<file path="src/rtl/bus_arb_pkg.sv">
package bus_arb_pkg;
  localparam int unsigned PROC_CNT = 20;
  localparam int unsigned BANK_CNT = 16;
  localparam int unsigned MASTER_CNT = PROC_CNT + BANK_CNT;
  localparam int unsigned IDX_W = $clog2(MASTER_CNT);
  localparam int unsigned WAIT_W = 8;
endpackage

</file>
<file path="src/rtl/arb_wait_slot.sv">
// Wait counter for one master; flags the master as starving once the limit is reached.
module arb_wait_slot #(
  parameter int unsigned W = 8
) (
  input  logic         clk,
  input  logic         rst_n,
  input  logic         req,
  input  logic         won,
  input  logic [W-1:0] limit,
  output logic         starving
);
  logic [W-1:0] cnt_q;
  logic         at_cap;

  assign at_cap   = (cnt_q >= limit);
  assign starving = req && (limit != '0) && at_cap;

  always_ff @(posedge clk) begin
    if (!rst_n)          cnt_q <= '0;
    else if (!req || won) cnt_q <= '0;
    else if (at_cap)     cnt_q <= limit;
    else                 cnt_q <= cnt_q + 1'b1;
  end

  // the count never climbs past the limit that was in force one edge earlier
  a_r6_cnt_capped: assert property (@(posedge clk) disable iff (!rst_n)
    (cnt_q != '0) |-> (cnt_q <= $past(limit) || cnt_q == $past(cnt_q)));
endmodule

</file>
<file path="src/rtl/arb_rr_pick.sv">
// Picks the first set candidate at or above ptr, wrapping around to index 0.
module arb_rr_pick #(
  parameter int unsigned N  = 36,
  parameter int unsigned IW = 6
) (
  input  logic [N-1:0]  cand,
  input  logic [IW-1:0] ptr,
  output logic          hit,
  output logic [IW-1:0] idx
);
  logic [N-1:0]  upper;
  logic          hit_hi;
  logic [IW-1:0] idx_hi;
  logic [IW-1:0] idx_lo;

  always_comb begin
    for (int i = 0; i < N; i++) upper[i] = cand[i] && (IW'(i) >= ptr);
    hit_hi = 1'b0;
    idx_hi = '0;
    idx_lo = '0;
    for (int i = N - 1; i >= 0; i--) begin
      if (upper[i]) begin
        hit_hi = 1'b1;
        idx_hi = IW'(i);
      end
      if (cand[i]) idx_lo = IW'(i);
    end
    hit = |cand;
    idx = hit_hi ? idx_hi : idx_lo;
  end

  // the chosen index is always one of the candidates
  a_r4_pick_is_cand: assert final (!hit || cand[idx]);
endmodule

</file>
<file path="src/rtl/bus_addr_arbiter.sv">
module bus_addr_arbiter
  import bus_arb_pkg::*;
#(
  parameter int unsigned N_PROC = PROC_CNT,
  parameter int unsigned N_BANK = BANK_CNT,
  parameter int unsigned CNT_W  = WAIT_W
) (
  input  logic                      clk,
  input  logic                      rst_n,
  input  logic [N_PROC-1:0]         req_proc,
  input  logic [N_BANK-1:0]         req_mem,
  input  logic [CNT_W-1:0]          wait_limit,
  output logic [N_PROC+N_BANK-1:0]  grant,
  output logic                      grant_valid
);
  localparam int unsigned N  = N_PROC + N_BANK;
  localparam int unsigned IW = (N > 1) ? $clog2(N) : 1;

  logic [N-1:0]  req_all;
  logic [N-1:0]  starve_vec;
  logic [N-1:0]  cand;
  logic [N-1:0]  grant_next;
  logic [N-1:0]  grant_q;
  logic          lock_on;
  logic          hit;
  logic [IW-1:0] win_idx;
  logic [IW-1:0] ptr_q;
  logic          valid_q;

  // processors take the low indices, memory banks follow
  assign req_all = {req_mem, req_proc};

  for (genvar g = 0; g < N; g++) begin : g_slot
    arb_wait_slot #(.W(CNT_W)) u_slot (
      .clk      (clk),
      .rst_n    (rst_n),
      .req      (req_all[g]),
      .won      (grant_next[g]),
      .limit    (wait_limit),
      .starving (starve_vec[g])
    );
  end

  // starving masters, when present, are the only candidates
  assign lock_on = |starve_vec;
  assign cand    = lock_on ? starve_vec : req_all;

  arb_rr_pick #(.N(N), .IW(IW)) u_pick (
    .cand (cand),
    .ptr  (ptr_q),
    .hit  (hit),
    .idx  (win_idx)
  );

  always_comb begin
    for (int i = 0; i < N; i++) grant_next[i] = hit && (win_idx == IW'(i));
  end

  always_ff @(posedge clk) begin
    if (!rst_n) begin
      grant_q <= '0;
      valid_q <= 1'b0;
      ptr_q   <= '0;
    end else begin
      grant_q <= grant_next;
      valid_q <= hit;
      if (hit) ptr_q <= (win_idx == IW'(N - 1)) ? '0 : win_idx + 1'b1;
    end
  end

  assign grant       = grant_q;
  assign grant_valid = valid_q;

  // at most one grant bit, and the valid flag agrees with it
  a_r2_onehot: assert property (@(posedge clk) disable iff (!rst_n) $onehot0(grant_q));
  a_r2_valid_match: assert property (@(posedge clk) disable iff (!rst_n)
    grant_valid == (grant_q != '0));
  // a grant only goes to a master that requested at the edge before
  a_r3_granted_requested: assert property (@(posedge clk) disable iff (!rst_n)
    1'b1 |=> ((grant_q & $past(req_all)) == grant_q));
  // while a lock is active, the grant is confined to starving masters
  a_r7_lock_confines: assert property (@(posedge clk) disable iff (!rst_n)
    lock_on |=> ((grant_q & $past(starve_vec)) == grant_q) && grant_valid);
  // no request means no grant and no pointer movement
  a_r10_idle: assert property (@(posedge clk) disable iff (!rst_n)
    (req_all == '0) |=> (!grant_valid && $stable(ptr_q)));
endmodule

</file>
<file path="config.mk">
export PLATFORM = sky130hd
export DESIGN_NAME = bus_addr_arbiter
export DESIGN_NICKNAME = d
export VERILOG_FILES = /design/src/rtl/bus_arb_pkg.sv /design/src/rtl/arb_wait_slot.sv /design/src/rtl/arb_rr_pick.sv /design/src/rtl/bus_addr_arbiter.sv
export SDC_FILE = /design/constraint.sdc
export NUM_CORES = 1
export LEC_CHECK = 0
export BUFFER_PORTS_ARGS = -buffer_cell sky130_fd_sc_hd__buf_2
export CAP_MARGIN = 20
export CELL_PAD_IN_SITES_DETAIL_PLACEMENT = 1
export CELL_PAD_IN_SITES_GLOBAL_PLACEMENT = 2
export CORE_MARGIN = 3
export CORE_UTILIZATION = 36
export CTS_CLUSTER_SIZE = 30
export DETAILED_ROUTE_END_ITERATION = 8
export PLACE_DENSITY_LB_ADDON = 0.15
export SETUP_SLACK_MARGIN = 0.3
export SYNTH_ARGS = -nofsm -noshare
export SYNTH_HDL_FRONTEND = slang
export SYNTH_HIERARCHICAL = 1
export SYNTH_SLANG_ARGS = --single-unit
</file>
<file path="constraint.sdc">
create_clock -name clk -period 15.7 [get_ports clk]
set_clock_uncertainty 0.2 [all_clocks]
set_input_delay 0.785 -clock clk [delete_from_list [all_inputs] [get_ports clk]]
set_output_delay 0.785 -clock clk [all_outputs]
set_load 0.005 [all_outputs]
</file>
==> Yosys cells after proc, flatten, opt, wreduce, memory -nomap -nowiden <==
Index checks and enable logic that the tools add are counted.
{ "op_classes": {"addsub": 37, "n_lt_le_gt_ge": 72, "n_eq_ne": 35, "muxes": 147, "bitwise_logic": 1, "n_reduce_logical": 256} }
{ "op_table": {"columns": ["op", "count"], "rows": [
  ["6-bit two-way mux", 74],
  ["8-bit by 1-bit adder with 8-bit output, second input constant", 36],
  ["8-bit >= comparator", 36],
  ["8-bit two-way mux", 36],
  ["1-bit logical AND", 144],
  ["6-bit by 5-bit equality test with 1-bit output, second input constant", 16],
  ["5-bit by 6-bit >= comparator with 1-bit output, first input constant", 16],
  ["2-bit OR reduction", 36],
  ["36-bit OR reduction", 2],
  ["6-bit by 4-bit equality test with 1-bit output, second input constant", 8],
  ["4-bit by 6-bit >= comparator with 1-bit output, first input constant", 8],
  ["1-bit zero test", 36],
  ["1-bit logical OR", 36],
  ["1-bit two-way mux", 36],
  ["36-bit two-way mux", 1],
  ["6-bit by 3-bit equality test with 1-bit output, second input constant", 4],
  ["6-bit equality test, second input constant", 4],
  ["3-bit by 6-bit >= comparator with 1-bit output, first input constant", 4],
  ["6-bit >= comparator, first input constant", 4],
  ["6-bit by 2-bit equality test with 1-bit output, second input constant", 2],
  ["1-bit by 6-bit >= comparator with 1-bit output, first input constant", 2],
  ["2-bit by 6-bit >= comparator with 1-bit output, first input constant", 2],
  ["8-bit nonzero test", 1],
  ["6-bit by 1-bit adder with 6-bit output, second input constant", 1],
  ["3 further kinds", 3]
]} }
{ "word_totals": {"ff_bits": 331, "input_bits": 46, "out_inout_bits": 37, "word_cells": 587} }

==> Depth between registers and ports, before layout <==
{ "logic_depth": {"depth_word": 47, "depth_mapped": 28} }

==> Modules after synthesis <==
The synthesis kept the hierarchy.
{ "modules_own_cells": {"columns": ["module", "n_inst", "cells_per_inst", "area_per_inst_um2", "seq_area_each_um2"], "rows": [
  ["arb_wait_slot", 36, 78, 681.9, 160.2],
  ["bus_addr_arbiter", 1, 235, 2003.2, 860.8],
  ["arb_rr_pick", 1, 268, 1559.0, 0.0]
]} }

==> Least setup slack after synthesis <==
OpenSTA, ideal clock, no wires.
{ "synth_path": {"path_type": "input port to flip-flop", "from": "input wait_limit[0]", "to": "register g_slot[3].u_slot.cnt_q[0]", "setup_time_ns": 0.115, "arrival_ns": 5.871, "required_ns": 15.385, "setup_slack_ns": 9.513, "cell_stages": 25, "cell_sequence": "ha_1 -> nand2b_4 -> a2111oi_4 -> o311ai_2 -> nand2_2 -> nor2_1 -> nor4_1 -> nand4_1 -> nor3_2 -> buf_2 -> a21o_1 -> or2_2 -> o311ai_1 -> a21oi_1 -> nor4b_4 -> and4b_4 -> o21ai_1 -> and4b_1 -> ha_1 -> or3b_1 -> clkbuf_1 -> nor2_1 -> and3b_1 -> and4_4 -> a31o_1"} }
{ "synth_lines": {"columns": ["item", "line_no", "source"], "rows": [
  ["from (decl)", "bus_addr_arbiter.sv:12", "input logic [CNT_W-1:0] wait_limit,"],
  ["parallel branches: the longest is 2 deep, another holds 8-bit >= comparator", null, null],
  ["1-bit logical AND (*)", "arb_wait_slot.sv:16", "assign starving = req && (limit != '0) && at_cap;"],
  ["named net starve_vec[27]", "bus_addr_arbiter.sv:20", "logic [N-1:0] starve_vec;"],
  ["36-bit OR reduction (*)", "bus_addr_arbiter.sv:45", "assign lock_on = |starve_vec;"],
  ["36-bit two-way mux (*)", "bus_addr_arbiter.sv:46", "assign cand = lock_on ? starve_vec : req_all;"],
  ["named net cand[17]", "bus_addr_arbiter.sv:21", "logic [N-1:0] cand;"],
  ["1-bit logical AND", "arb_rr_pick.sv:17", "for (int i = 0; i < N; i++) upper[i] = cand[i] && (IW'(i) >= ptr);"],
  ["6-bit two-way mux / 1-bit two-way mux (equally long branches) (18 in series)", "arb_rr_pick.sv:22", "if (upper[i]) begin"],
  ["6-bit two-way mux (*)", "arb_rr_pick.sv:29", "idx = hit_hi ? idx_hi : idx_lo;"],
  ["named net win_idx[0]", "bus_addr_arbiter.sv:26", "logic [IW-1:0] win_idx;"],
  ["6-bit by 2-bit equality test with 1-bit output (*)", "bus_addr_arbiter.sv:56", "for (int i = 0; i < N; i++) grant_next[i] = hit && (win_idx == IW'(i));"],
  ["1-bit logical AND (*)", "bus_addr_arbiter.sv:56", null],
  ["named net grant_next[3]", "bus_addr_arbiter.sv:22", "logic [N-1:0] grant_next;"],
  ["1-bit logical OR (*)", "arb_wait_slot.sv:20", "else if (!req || won) cnt_q <= '0;"],
  ["2-bit OR reduction (no line) (*)", null, null],
  ["to (signal assigned)", "arb_wait_slot.sv:21", "else if (at_cap) cnt_q <= limit;"],
  ["to (signal assigned)", "arb_wait_slot.sv:22", "else cnt_q <= cnt_q + 1'b1;"],
  ["to (decl)", "arb_wait_slot.sv:12", "logic [W-1:0] cnt_q;"]
]} }
Mark *: on every way through the listed nets, which the timed path passes.
A chain may end at the register's enable or synchronous reset.

==> Worst setup path in the final report <==
{ "layout_path": {"from": "input wait_limit[0]", "to": "register g_slot[18].u_slot.cnt_q[0]"} }
{ "layout_lines": {"columns": ["item", "line_no"], "rows": [
  ["parallel branches: the longest is 2 deep, another holds 8-bit >= comparator", null],
  ["1-bit logical AND (*)", "arb_wait_slot.sv:16"],
  ["named net starve_vec[13]", "bus_addr_arbiter.sv:20"],
  ["36-bit OR reduction (*)", "bus_addr_arbiter.sv:45"],
  ["36-bit two-way mux (*)", "bus_addr_arbiter.sv:46"],
  ["named net cand[34]", "bus_addr_arbiter.sv:21"],
  ["1-bit logical AND", "arb_rr_pick.sv:17"],
  ["6-bit two-way mux / 1-bit two-way mux (equally long branches) (35 in series)", "arb_rr_pick.sv:22"],
  ["6-bit two-way mux (*)", "arb_rr_pick.sv:29"],
  ["named net win_idx[0]", "bus_addr_arbiter.sv:26"],
  ["6-bit by 5-bit equality test with 1-bit output (*)", "bus_addr_arbiter.sv:56"],
  ["1-bit logical AND (*)", "bus_addr_arbiter.sv:56"],
  ["named net grant_next[18]", "bus_addr_arbiter.sv:22"],
  ["1-bit logical OR (*)", "arb_wait_slot.sv:20"],
  ["2-bit OR reduction (no line) (*)", null],
  ["to (signal assigned)", "arb_wait_slot.sv:21"],
  ["to (signal assigned)", "arb_wait_slot.sv:22"],
  ["to (decl)", "arb_wait_slot.sv:12"]
]} }
Marks and branches as above.

==> flow_metrics.py <==
metrics = {
    "final_layout": {
        "multiInputGateArea_um2": 19870,
        "fillers": 9112,
        "final_nets": 3766,
        "final_cell_mix": "nand2_1 (435), inv_1 (341), dfxtp_1 (331)",
        "drive_gt1_share_pct": 12.19,
        "seq_area_um2": 6626,
        "final_common_cell": "nand2_1",
        "final_area_um2": 31270,
        "final_cells": 4462,
        "area_delta_synth_final_pct": 11.25,
    },
    "placed_design": {
        "gp_congestion": 0.8878,
        "dp_hpwl_um": 67560,
        "dpl.cell_count": 4374,
        "io_buffers": 82,
        "postPlaceCellArea_um2": 29620,
    },
    "grt": {
        "grt_usage_pct": 22.95,
        "grt_max_degree": 61,
        "grt_overflow": 0,
        "met3_usage_pct": 2.239,
        "met2_usage_pct": 40.53,
        "top_usage_layer": "met2",
        "grt_pass1_vias": 26520,
        "grt_antenna_before_repair": 3,
        "grt_pass1_wl_um": 150700,
        "use_met1_pct": 29.85,
    },
    "sta": {
        "tns_ns": 0,
        "finalHoldViolCount": 0,
        "finalCriticalPeriod_ns": 9.228,
        "max_freq_ghz": 0.1084,
        "maxSlewViolCount": 0,
        "slew_headroom_pct": 29.14,
        "fin_worst_hold_slack_ns": 0.2573,
        "rsz0062_at_grt": "false",
        "post-route-period-util_pct": 58.78,
        "setup_violations": 0,
        "tightest_slew_ns": 1.052,
    },
    "synth": {
        "yosys.area.top_type_share_pct": 23.57,
        "ys_types": 75,
        "synthCells": 3311,
        "synth_area_um2": 28110,
        "ys_ff_latch": 331,
        "synthArstFlopShare_pct": 0,
        "synth_warnings": 6,
        "yosysTopAreaCell": "dfxtp_1",
        "synthesis.nets": 3685,
        "synthTopCellsByArea": "dfxtp_1 (24%), ha_1 (15%), xnor2_1 (6.8%)",
        "synth-edff-count": 0,
        "syn_area_per_cell_um2": 8.490,
        "yosysSeqAreaShare_pct": 23.57,
        "synth_top_flop_cell": "dfxtp_1",
    },
    "pwr": {
        "leakage_nw": 15.48,
        "vdd.ir_drop.worst_mv": 0.08083,
        "power_density_nw_per_um2": 86.08,
    },
    "min_path": {
        "hp-class": "input pin to flip-flop",
    },
    "die": {
        "design.core.area_um2": 76580,
        "io_pins": 83,
        "num_rows": 101,
        "die_area_um2": 81470,
        "fp.dieW_um": 285.4,
        "fp.dieH_um": 285.4,
        "initial_utilization_pct": 36.71,
    },
    "clocking": {
        "cts-root-buf": "clkbuf_16",
        "cts.repair.resized": 0,
        "cts_hold_buf": 0,
        "htree_num_levels": 2,
        "cts_buffer_depth": 3,
        "post-cts-setup-buffers": 0,
        "cts_buffers": 46,
        "cts_tree": "yes",
        "clock-sinks": 331,
        "clock_latency_ns": 0.60,
        "clkTransAtPathRegs_ns": 0.06,
    },
    "detailed_routing": {
        "drt_wl_total_um": 94830,
        "drc": 0,
        "vias_per_cell": 5.541,
        "vias": 24730,
        "drtIter0Drc": 1013,
        "wire_per_inst_um": 21.25,
        "route.antenna.remaining_nets": 0,
        "dr.pass1.iters": 5,
    },
    "worst_setup_path": {
        "critical_path_class": "input pin to flip-flop",
        "start_kind": "input pin",
        "worstPathRequired_ns": 15.97,
        "cp-end-kind": "flip-flop",
        "worstPathArrival_ns": 9.50,
        "cp_max_fo": 61,
    },
    "flow_run": {
        "maxCapViolCount": 0,
    },
    "run_status": {
        "status": "completed",
    },
}
-- synthesized netlist by cell type, types with 73 or more instances --
master   count
mux2i_1    181
ha_1       328
nand3_1    200
nand2_1    435
a21o_1      73
and3_1     149
inv_1      341
xnor2_1    217
a21oi_1     99
nor2_1     136
dfxtp_1    331
o21ai_0     94
-- layer usage --
| metal | vias up | wire (um) |
|---|---|---|
| li1 | 11970 | - |
| met1 | 12330 | 44520 |
| met2 | 303 | 45670 |
| met3 | 122 | 2384 |
| met4 | 2 | 2232 |
| met5 | - | 20 |
-- stage by stage --
stage,worst slack (ns),util [%],power [mW]
after floorplan,9.513,-,1.333
after global placement,6.333,38.66,1.538
after detailed placement,6.110,38.68,1.554
after CTS,6.713,40.83,2.724
after global routing,6.060,40.83,2.822
final,6.472,40.84,2.692
-- sequential cells by signal, summed over array words and instances, names as in the netlist --
signal,cells
g_slot.u_slot/cnt_q,288
grant,36
grant_valid,1
ptr_q,6
-- power by group --
| part | switching (mW) | internal [mW] | total [mW] |
|---|---|---|---|
| sequential | 0.0560 | 0.868 | 0.924 |
| clock | 0.447 | 0.705 | 1.15 |
| combinational | 0.402 | 0.214 | 0.616 |
| total | 0.905 | 1.79 | 2.69 |
-- worst max-delay path: stages --
cell,delay [ns]
buf_6,0.47
buf_4,0.72
ha_1,0.35
nand2b_4,0.15
a2111oi_4,0.39
o311ai_2,0.21
nand2_2,0.25
nor2_1,0.17
nor4_1,0.54
nand4_1,0.24
nor3_4,0.72
buf_4,0.39
a21o_1,0.21
nand2b_1,0.15
a211o_1,0.12
a21oi_1,0.07
nor3_1,0.23
o21ai_0,0.19
a2111oi_0,0.58
o211ai_1,0.14
and4b_1,0.30
inv_1,0.12
ha_1,0.23
nand2_1,0.38
nor2_1,0.36
and3b_1,0.39
and4_4,0.28
a31o_1,0.17
-- cell families (layout without fill, tap and decap cells) --
kind of cell	after synthesis	count (layout)	synth area share (%)
compound gates	581	581	18.32
other cells	0	3	0
flops	331	331	23.57
xor+xnor	220	220	6.855
mux	181	181	6.445
fa+ha+maj	328	328	14.60
buf+inv	406	524	5.782
simple gates	1264	1264	24.42
-- final cells by class --
class / count / area share, %
Tap cell: 1030 / 4.121
Clock buffer: 62 / 4.197
Inverter: 342 / 4.105
Sequential cell: 331 / 21.19
Antenna cell: 3 / 0.02401
Multi-Input combinational cell: 2574 / 63.52
Clock inverter: 23 / 1.068
Timing Repair Buffer: 97 / 1.772
-- worst paths after layout --
kind,start,end,slack [ns],cells past startpoint
min reg2reg,g_slot[8].u_slot/cnt_q[0],g_slot[8].u_slot/cnt_q[0],0.39,2
min,wait_limit[4],g_slot[28].u_slot/cnt_q[4],0.26,3
max reg2reg,g_slot[13].u_slot/cnt_q[0],g_slot[18].u_slot/cnt_q[0],7.58,27
max,wait_limit[0],g_slot[18].u_slot/cnt_q[0],6.47,28
Note: power is estimated with default switching activity, not from simulation.
